## config.mk

```make
export PLATFORM = sky130hd
export DESIGN_NAME = adc_scan_seq
export DESIGN_NICKNAME = d
export VERILOG_FILES = /design/src/rtl/adc_scan_pkg.sv /design/src/rtl/scan_next_pick.sv /design/src/rtl/scan_poll_timer.sv /design/src/rtl/scan_result_buf.sv /design/src/rtl/adc_scan_seq.sv
export SDC_FILE = /design/constraint.sdc
export NUM_CORES = 1
export LEC_CHECK = 0
export CORE_UTILIZATION = 45
export DETAILED_ROUTE_END_ITERATION = 8
export PLACE_DENSITY = 0.78
export SLEW_MARGIN = 20
export SYNTH_ARGS = -nofsm -noshare
export SYNTH_HDL_FRONTEND = slang
export SYNTH_SLANG_ARGS = --single-unit
```

## constraint.sdc

```tcl
create_clock -name clk -period 5.42 [get_ports clk]
set_input_delay 1.084 -clock clk [delete_from_list [all_inputs] [get_ports clk]]
set_output_delay 1.084 -clock clk [all_outputs]
set_load 0.02 [all_outputs]
```

## src/rtl/adc_scan_pkg.sv

```systemverilog
package adc_scan_pkg;
  typedef enum logic [2:0] {
    S_IDLE,
    S_WAKE,
    S_START,
    S_EOC,
    S_CHK
  } scan_state_t;
endpackage

```

## src/rtl/scan_next_pick.sv

```systemverilog
module scan_next_pick #(
  parameter int CH = 8,
  parameter int IW = $clog2(CH)
) (
  input  logic [CH-1:0] mask_i,
  input  logic [IW-1:0] from_i,
  input  logic          from_start_i,
  output logic          found_o,
  output logic [IW-1:0] idx_o
);
  // Lowest enabled channel above from_i (or the lowest overall).
  always_comb begin
    found_o = 1'b0;
    idx_o   = '0;
    for (int i = CH - 1; i >= 0; i--) begin
      if (mask_i[i] && (from_start_i || i > int'(from_i))) begin
        found_o = 1'b1;
        idx_o   = IW'(i);
      end
    end
  end
endmodule

```

## src/rtl/scan_poll_timer.sv

```systemverilog
module scan_poll_timer #(
  parameter int GAP_W  = 8,
  parameter int BUDGET = 20,
  parameter int TW     = $clog2(BUDGET + 1)
) (
  input  logic             clk,
  input  logic             rst,
  input  logic             active_i,
  input  logic             restart_i,
  input  logic             cond_i,
  input  logic [GAP_W-1:0] gap_i,
  output logic             hit_o,
  output logic             expire_o
);
  logic [GAP_W-1:0] gap_q;
  logic [TW-1:0]    tries_q;
  logic             poll_now;

  assign poll_now = active_i && (gap_q == '0);
  assign hit_o    = poll_now && cond_i;
  assign expire_o = poll_now && !cond_i && (tries_q == TW'(BUDGET - 1));

  always_ff @(posedge clk) begin
    if (rst || restart_i) begin
      gap_q   <= '0;
      tries_q <= '0;
    end else if (active_i) begin
      if (gap_q == '0) begin
        tries_q <= tries_q + 1'b1;
        gap_q   <= gap_i;
      end else begin
        gap_q <= gap_q - 1'b1;
      end
    end
  end

  // a wait never runs past its poll budget
  p_budget_r4: assert property (@(posedge clk) disable iff (rst)
    (active_i && !restart_i) |-> (tries_q < TW'(BUDGET)));
endmodule

```

## src/rtl/scan_result_buf.sv

```systemverilog
module scan_result_buf #(
  parameter int SLOTS  = 8,
  parameter int SLOT_W = 16,
  parameter int IW     = $clog2(SLOTS)
) (
  input  logic                    clk,
  input  logic                    rst,
  input  logic                    clear_i,
  input  logic                    we_i,
  input  logic [IW-1:0]           idx_i,
  input  logic [SLOT_W-1:0]       data_i,
  output logic [SLOTS*SLOT_W-1:0] frame_o
);
  logic [SLOT_W-1:0] slot_q [SLOTS];

  for (genvar s = 0; s < SLOTS; s++) begin : g_slot
    always_ff @(posedge clk) begin
      if (rst || clear_i)
        slot_q[s] <= '0;
      else if (we_i && idx_i == IW'(s))
        slot_q[s] <= data_i;
    end
    assign frame_o[s*SLOT_W +: SLOT_W] = slot_q[s];
  end

  // a clear and a write never coincide
  p_clear_we_r2: assert property (@(posedge clk) disable iff (rst)
    clear_i |-> !we_i);
endmodule

```

## src/rtl/adc_scan_seq.sv

```systemverilog
module adc_scan_seq
  import adc_scan_pkg::*;
#(
  parameter int CH        = 8,
  parameter int DATA_W    = 10,
  parameter int SLOT_W    = 16,
  parameter int GAP_W     = 8,
  parameter int WAKE      = 8,
  parameter int BUDGET    = 20,
  parameter int OVR_W     = 8,
  parameter int IW        = $clog2(CH),
  parameter int CW        = $clog2(CH + 1)
) (
  input  logic                 clk,
  input  logic                 rst,
  input  logic                 trig_i,
  input  logic [CH-1:0]        chan_en_i,
  input  logic [CH-1:0]        chan_rsvd_i,
  input  logic [GAP_W-1:0]     poll_gap_i,
  output logic                 cv_pwr_o,
  output logic                 cv_start_o,
  output logic [IW-1:0]        cv_chan_o,
  input  logic                 cv_eoc_i,
  input  logic [IW-1:0]        cv_smp_chan_i,
  input  logic [DATA_W-1:0]    cv_data_i,
  output logic [CH*SLOT_W-1:0] frame_o,
  output logic [CW-1:0]        frame_cnt_o,
  output logic                 done_o,
  output logic                 ok_o,
  output logic [OVR_W-1:0]     overrun_o
);
  localparam int WK_W = $clog2(WAKE + 1);
  localparam logic [SLOT_W-1:0] FAIL_MARK = '1;

  scan_state_t       state;
  logic [CH-1:0]     mask_q;
  logic [IW-1:0]     cur_q;
  logic [CW-1:0]     cnt_q;
  logic [WK_W-1:0]   wake_q;
  logic              pwr_q, done_q, ok_q;
  logic [OVR_W-1:0]  ovr_q;
  logic [7:0]        pwr_age_q;

  logic [CH-1:0]     eff_mask;
  logic              pick_found;
  logic [IW-1:0]     pick_idx;
  logic              wait_active, poll_restart, poll_cond, poll_hit, poll_expire;
  logic              buf_clear, buf_we;
  logic [SLOT_W-1:0] buf_data;

  assign eff_mask = chan_en_i & ~chan_rsvd_i;

  scan_next_pick #(.CH(CH), .IW(IW)) u_pick (
    .mask_i       (mask_q),
    .from_i       (cur_q),
    .from_start_i (state == S_WAKE),
    .found_o      (pick_found),
    .idx_o        (pick_idx)
  );

  assign wait_active  = (state == S_EOC) || (state == S_CHK);
  assign poll_cond    = (state == S_EOC) ? cv_eoc_i : (cv_smp_chan_i == cur_q);
  assign poll_restart = (state == S_START) || ((state == S_EOC) && poll_hit);

  scan_poll_timer #(.GAP_W(GAP_W), .BUDGET(BUDGET)) u_poll (
    .clk       (clk),
    .rst       (rst),
    .active_i  (wait_active),
    .restart_i (poll_restart),
    .cond_i    (poll_cond),
    .gap_i     (poll_gap_i),
    .hit_o     (poll_hit),
    .expire_o  (poll_expire)
  );

  assign buf_clear = (state == S_IDLE) && trig_i;
  assign buf_we    = ((state == S_CHK) && poll_hit) || (wait_active && poll_expire);
  assign buf_data  = poll_hit ? {{(SLOT_W-DATA_W){1'b0}}, cv_data_i} : FAIL_MARK;

  scan_result_buf #(.SLOTS(CH), .SLOT_W(SLOT_W), .IW(IW)) u_buf (
    .clk     (clk),
    .rst     (rst),
    .clear_i (buf_clear),
    .we_i    (buf_we),
    .idx_i   (cnt_q[IW-1:0]),
    .data_i  (buf_data),
    .frame_o (frame_o)
  );

  always_ff @(posedge clk) begin
    if (rst) begin
      state  <= S_IDLE;
      mask_q <= '0;
      cur_q  <= '0;
      cnt_q  <= '0;
      wake_q <= '0;
      pwr_q  <= 1'b0;
      done_q <= 1'b0;
      ok_q   <= 1'b0;
      ovr_q  <= '0;
    end else begin
      done_q <= 1'b0;
      if (trig_i && state != S_IDLE && ovr_q != '1)
        ovr_q <= ovr_q + 1'b1;
      case (state)
        S_IDLE: if (trig_i) begin
          cnt_q <= '0;
          if (eff_mask == '0) begin
            done_q <= 1'b1;
            ok_q   <= 1'b1;
          end else begin
            mask_q <= eff_mask;
            pwr_q  <= 1'b1;
            wake_q <= '0;
            state  <= S_WAKE;
          end
        end
        S_WAKE: begin
          if (wake_q == WK_W'(WAKE - 1)) begin
            cur_q <= pick_idx;
            state <= S_START;
          end else begin
            wake_q <= wake_q + 1'b1;
          end
        end
        S_START: state <= S_EOC;
        S_EOC: begin
          if (poll_hit) begin
            state <= S_CHK;
          end else if (poll_expire) begin
            cnt_q  <= cnt_q + 1'b1;
            pwr_q  <= 1'b0;
            done_q <= 1'b1;
            ok_q   <= 1'b0;
            state  <= S_IDLE;
          end
        end
        S_CHK: begin
          if (poll_hit) begin
            cnt_q <= cnt_q + 1'b1;
            if (pick_found) begin
              cur_q <= pick_idx;
              state <= S_START;
            end else begin
              pwr_q  <= 1'b0;
              done_q <= 1'b1;
              ok_q   <= 1'b1;
              state  <= S_IDLE;
            end
          end else if (poll_expire) begin
            cnt_q  <= cnt_q + 1'b1;
            pwr_q  <= 1'b0;
            done_q <= 1'b1;
            ok_q   <= 1'b0;
            state  <= S_IDLE;
          end
        end
        default: state <= S_IDLE;
      endcase
    end
  end

  // Cycles since power came up, used only by the checks below.
  always_ff @(posedge clk) begin
    if (rst || !pwr_q)
      pwr_age_q <= '0;
    else if (pwr_age_q != '1)
      pwr_age_q <= pwr_age_q + 1'b1;
  end

  assign cv_pwr_o    = pwr_q;
  assign cv_start_o  = (state == S_START);
  assign cv_chan_o   = cur_q;
  assign frame_cnt_o = cnt_q;
  assign done_o      = done_q;
  assign ok_o        = ok_q;
  assign overrun_o   = ovr_q;

  p_wake_r3: assert property (@(posedge clk) disable iff (rst)
    cv_start_o |-> (cv_pwr_o && pwr_age_q >= 8'(WAKE)));
  p_start_pulse_r3: assert property (@(posedge clk) disable iff (rst)
    cv_start_o |=> !cv_start_o);
  p_pwr_down_r7: assert property (@(posedge clk) disable iff (rst)
    done_o |-> !cv_pwr_o);
  p_done_pulse_r8: assert property (@(posedge clk) disable iff (rst)
    done_o |=> !done_o);
  p_fail_mark_r6: assert property (@(posedge clk) disable iff (rst)
    (done_o && !ok_o) |-> (cnt_q != '0 &&
      frame_o[SLOT_W*(int'(cnt_q)-1) +: SLOT_W] == FAIL_MARK));
  p_empty_ok_r10: assert property (@(posedge clk) disable iff (rst)
    (done_o && cnt_q == '0) |-> ok_o);
  p_overrun_r9: assert property (@(posedge clk) disable iff (rst)
    (trig_i && state != S_IDLE && ovr_q != '1) |=> (ovr_q == $past(ovr_q) + 1'b1));
  p_slot_range_r2: assert property (@(posedge clk) disable iff (rst)
    buf_we |-> (cnt_q < CW'(CH)));
endmodule

```

## Word-level counts from Yosys, hierarchy flattened

Memories as Yosys holds them, arrays and structs flattened.
Cells that the tools add are included.

| word-level totals | value |
|---|---|
| RAM bits | 128 |
| output and inout bits | 147 |
| memories kept | 1 |
| word-level logic and storage cells | 209 |
| flip-flop bits (word level) | 46 |

| operators by class | value |
|---|---|
| order comparisons | 7 |
| equal/unequal tests | 24 |
| reductions and logical operators | 55 |
| bitwise gates (word level) | 11 |
| add/sub/neg operators | 5 |
| mux-type cells | 95 |

Memory list:

| memory | words | width | read ports | clocked after memory_dff | write ports | RTL line | source |
|---|---|---|---|---|---|---|---|
| u_buf.slot_q | 8 | 16 | 8 | 0 | 8 | scan_result_buf.sv:14 | `logic [SLOT_W-1:0] slot_q [SLOTS];` |

Operators by type and width:

| operator | number |
|---|---|
| $mux 16 | 9 |
| $mux 1 | 53 |
| $mux 3 | 17 |
| $mux 4 | 7 |
| $logic_and 1x1->1 | 26 |
| $logic_not 8->1 | 2 |
| $eq 3x3->1 const B | 5 |
| $pmux 3 s5 | 1 |
| $ne 2x2->1 const B | 7 |
| $eq 3x2->1 const B | 4 |
| $gt 3x3->1 const A | 4 |
| $logic_or 1x1->1 | 12 |
| $pmux 4 s3 | 1 |
| $reduce_and 5->1 | 2 |
| $pmux 1 s3 | 3 |
| $reduce_and 3->1 | 3 |
| $add 4x1->4 const B | 2 |
| $add 8x1->8 const B | 1 |
| $and 8x8->8 | 1 |
| $mux 8 | 1 |
| $ne 8x8->1 const B | 1 |
| $not 8->8 | 1 |
| $or 1x1->1 | 8 |
| $pmux 4 s2 | 1 |
| other kinds (19) | 25 |

## Logic depth before layout (Yosys ltp)

| depth | value |
|---|---|
| depth after elaboration | 14 |
| mapped depth | 9 |

## Modules after synthesis

Synthesis repeated with hierarchy kept, for this count alone.

| unflattened totals | value |
|---|---|
| cell total of the unflattened synthesis | 665 |
| area total of the unflattened synthesis | 7,983.9 µm² |

Modules (own cells, without submodules):

| module | cells an instance | area each (µm²) | instances | sequential area each (µm²) |
|---|---|---|---|---|
| scan_result_buf | 320 | 4,993.5 | 1 | 3,843.7 |
| adc_scan_seq | 216 | 1,944.4 | 1 | 660.6 |
| scan_poll_timer | 91 | 764.5 | 1 | 260.2 |
| scan_next_pick | 38 | 281.5 | 1 | 0.0 |

## Worst setup path before layout

OpenSTA, ideal clock, no wires.

| timing | value |
|---|---|
| kind | in2reg |
| start | input cv_smp_chan_i[1] |
| end | memory u_buf.slot_q[4][0], in the netlist u_buf.slot_q[1][0] (enable) |
| setup slack | 2.469 ns |
| setup time | 0.269 ns |
| data required time | 5.151 ns |
| cell stages on the path | 6 |
| arrival | 2.682 ns |
| path buffers | 1 |
| cells stage by stage | xor2_1 -> o41ai_4 -> mux2i_1 -> nor2_1 -> buf_2 -> a31o_2 |

RTL lines:

| item | RTL line | source |
|---|---|---|
| start: declaration | adc_scan_seq.sv:24 | `input logic [IW-1:0] cv_smp_chan_i,` |
| end: declaration | scan_result_buf.sv:14 |  |

==> metrics.csv <==
metric;value;unit
P_sw;0.000736;W
Seq pwr share;41.6;%
Global Route Usage Sum;21.5;%
WP buf/inv;1;
Remaining DRCs;0;
met3 wire length;1090;um
Longest Clk Path Bufs;2;
Yosys Warn Count;0;
Synth Area in XOR/XNOR;2.17;%
status;finished clean;
max layer used;met4;
number of flops mapped to enable cells by yosys;88;
crit path DAT;3640;ps
mux cell area share after synthesis;0.330;%
Final Cycle Share;66.0;%
TritonCTS Buffers;17;
Hold Crit Class;reg -> reg;
reg2reg start;state[2];
CP peak stage delay;680;ps
Async SR Flop Fraction;0;%
max-slew violations;0;
height of the die;118;um
register clock-pin slew on the reported worst setup and hold paths;50;ps
cts-stage hold buffer count;0;
post-synthesis register bit count;134;
FF-to-FF setup slack;2180;ps
ys flop type;edfxtp_1;
Final Hold Viols;0;
Synth Area in Adders;2.06;%
initial antenna violation count;0;
Power, Total;0.00294;W
final setup margin;1840;ps
pre-CTS WS;1410;ps
Endpoint, Worst Hold;mask_q[7];
TNS Setup;0;ps
number of buffers added on ports;187;
worst-path maximum fanout;13;
Reg-to-Reg End;u_buf.slot_q[0][55];
clock share of power;41.1;%
hold depth;2;
remaining antenna violation count;0;
Area Growth Syn to Fin;38.3;%
Core Area;13200;um^2
drt pass-1 iters;6;
vias in the first global route;4494;
critical path type;in -> reg;
post-layout min period;3580;ps
setup repair bufs after CTS;0;
Starting Density;46.0;%
first-pass GRT wire length;23200;um
final setup violation count;0;
Cells after Synth;578;
top cell type's share of synthesized area;43.6;%
Max-Cap Viols;0;
pwr dens;351;nW/um^2
remaining global-route overflow;0;
number of DRC markers in iteration 0;380;
compound-cell area share of the yosys netlist;9.43;%
Post-Synth Simple-Gate Area;19.7;%
via count;4808;
Final HPWL DP;10700;um
Synth cell types;53;
synthesized area per cell;10.5;um^2
diode count;0;
CTS tree;yes;
Yosys top cell by area;edfxtp_1;
Highest Clock Rate;279;MHz
largest net degree at the start of global routing;31;
clock sink count;134;
fillcell total;1031;
sw frac;25.0;%
Fin Clk Skew;6.45;ps
Worst-Margin Slew;874;ps
critical path's top delay family;compound AO/OA/AOI/OAI gates;
Critical Path RT;5480;ps
met2 WL post-DR;7390;um
CP Capture Type;register;
Die Area;13900;um^2
Vias per Instance;5.27;
Post-Syn Area;6060;um^2
startpoint types;input pin;
Routed WL;14600;um
clk_lat worst skew;410;ps
row count;42;
post-CTS resize count;0;
Net count, final;775;
share of layout cells above drive strength 1;7.20;%
RSZ-0062 raised after global routing;false;
Synth area leaders;edfxtp_1, dfxtp_1, nor2_1, buf_4, nand2_1;
sequential-to-total area share from yosys stat;58.8;%
routed len/inst;16.1;um
Mapped Nets;629;
Int Pwr;0.00221;W
Slowest cell on crit path;nor2_1;
crit path cell chain;clkdlybuf4s50_1 -> xor2_1 -> o41ai_4 -> mux2i_1 -> nor2_1 -> a21o_1;
Max H-tree Level;4;
die outline width;118;um
IO Count;188;
M1 WL;5920;um
HP Start;mask_q[7];
largest family of logic cells by synthesized area;simple AND/OR/NAND/NOR gates;
CTS root buf;clkbuf_16;
placer congestion estimate;0.845;
Worst Reg-to-Reg Cells;5;
Rel. slew slack;41.5;%
worst vdd ir;0.207;mV
LEAKAGE;3.29;nW
Hold WS;457;ps
Comb power frac;17.4;%
## state kept, by name, indices dropped and copies added (netlist names)
signal          count
cv_chan_o           3
cv_pwr_o            1
done_o              1
frame_cnt_o         4
mask_q              8
ok_o                1
overrun_o           8
state               3
u_buf.slot_q       88
u_poll.gap_q        8
u_poll.tries_q      5
wake_q              4
## area by class of cell
cell class                 count  area (um^2)  area share [%]
clock buffer                  18          429            5.12
clock inverter                13          186            2.22
inverter                      12         45.0           0.537
multi-input combinational    369         2050            24.4
sequential                   134         3560            42.5
tap                          176          220            2.63
timing repair buffer         190         1890            22.6
## how the worst max path moves through the flow
stage	from	endpoint	slack, ps	cells past startpoint
after global placement	cv_smp_chan_i[1]	u_buf.slot_q[0][54]	1510	6
after global routing	cv_smp_chan_i[1]	u_buf.slot_q[0][55]	1660	6
after CTS	cv_smp_chan_i[1]	u_buf.slot_q[0][50]	1840	6
after detailed placement	cv_smp_chan_i[1]	u_buf.slot_q[0][50]	1410	6
final	cv_smp_chan_i[1]	u_buf.slot_q[0][55]	1840	6
after floorplan	cv_smp_chan_i[1]	u_buf.slot_q[1][0]	2470	6
## Yosys cell counts (all sizes together), types with 3 or more instances
library cell	count
nor2	129
edfxtp	88
buf	56
nand2	51
dfxtp	46
a21oi	31
o21ai	23
nand3	15
inv	12
xor2	12
or3	11
ha	10
nand2b	9
nand4	9
clkbuf	7
nor3	7
a21o	5
o211ai	5
or2	5
a221oi	3
a31o	3
nand3b	3
o31ai	3
o41ai	3
xnor2	3
## metrics by stage
step	cell area [um^2]	utilization (%)	std cells
2_1_floorplan	6060	-	578
3_3_place_gp	7760	58.9	881
3_5_place_dp	7760	58.9	881
4_1_cts	8380	63.5	912
5_1_grt	8380	63.6	912
6_report	8380	63.6	912
## per-layer routing
layer | vias to the layer above | track usage (%)
li1 | 2280 | -
met1 | 2264 | 26.0
met2 | 239 | 37.2
met3 | 25 | 5.77
met4 | 0 | 6.57
met5 | - | 0
## worst min-delay path: stages, from the launching register on
cell	delay (ps)
dfxtp_1	310
nand2_1	50
a21oi_1	50
## cells in the final DEF, fill, tap and decap left out, types with 6 or more instances in the layout
| cell | netlist | final |
|---|---|---|
| xor2_1 | 12 | 12 |
| nand2b_1 | 9 | 9 |
| o21ai_0 | 23 | 22 |
| ha_1 | 10 | 10 |
| nor2_1 | 129 | 129 |
| nand4_1 | 9 | 9 |
| nand2_1 | 50 | 50 |
| clkdlybuf4s50_1 | 0 | 187 |
| dfxtp_1 | 46 | 46 |
| inv_1 | 12 | 12 |
| clkbuf_16 | 0 | 17 |
| edfxtp_1 | 88 | 88 |
| nor3_1 | 6 | 6 |
| or3_1 | 11 | 11 |
| a21oi_1 | 31 | 31 |
| nand3_2 | 6 | 6 |
| nand3_1 | 9 | 9 |
## cell families after synthesis
logic type | Yosys count
adders and majority gates | 10
muxes | 2
xor gates and xnor gates | 15
AOI/OAI and AO/OA | 89
DFF | 134
buffers and inverters | 75
and+or+nand+nor | 253
## power by group through the flow
stage | Combinational (W) | Clock (W) | Sequential, W
floorplan | 0.000230 | 0 | 0.00131
global placement | 0.000502 | 0 | 0.00124
detailed placement | 0.000510 | 0 | 0.00125
CTS | 0.000511 | 0.00122 | 0.00122
global route | 0.000543 | 0.00126 | 0.00123
finish | 0.000511 | 0.00121 | 0.00122
No activity file was read; power rests on OpenSTA's default activity.
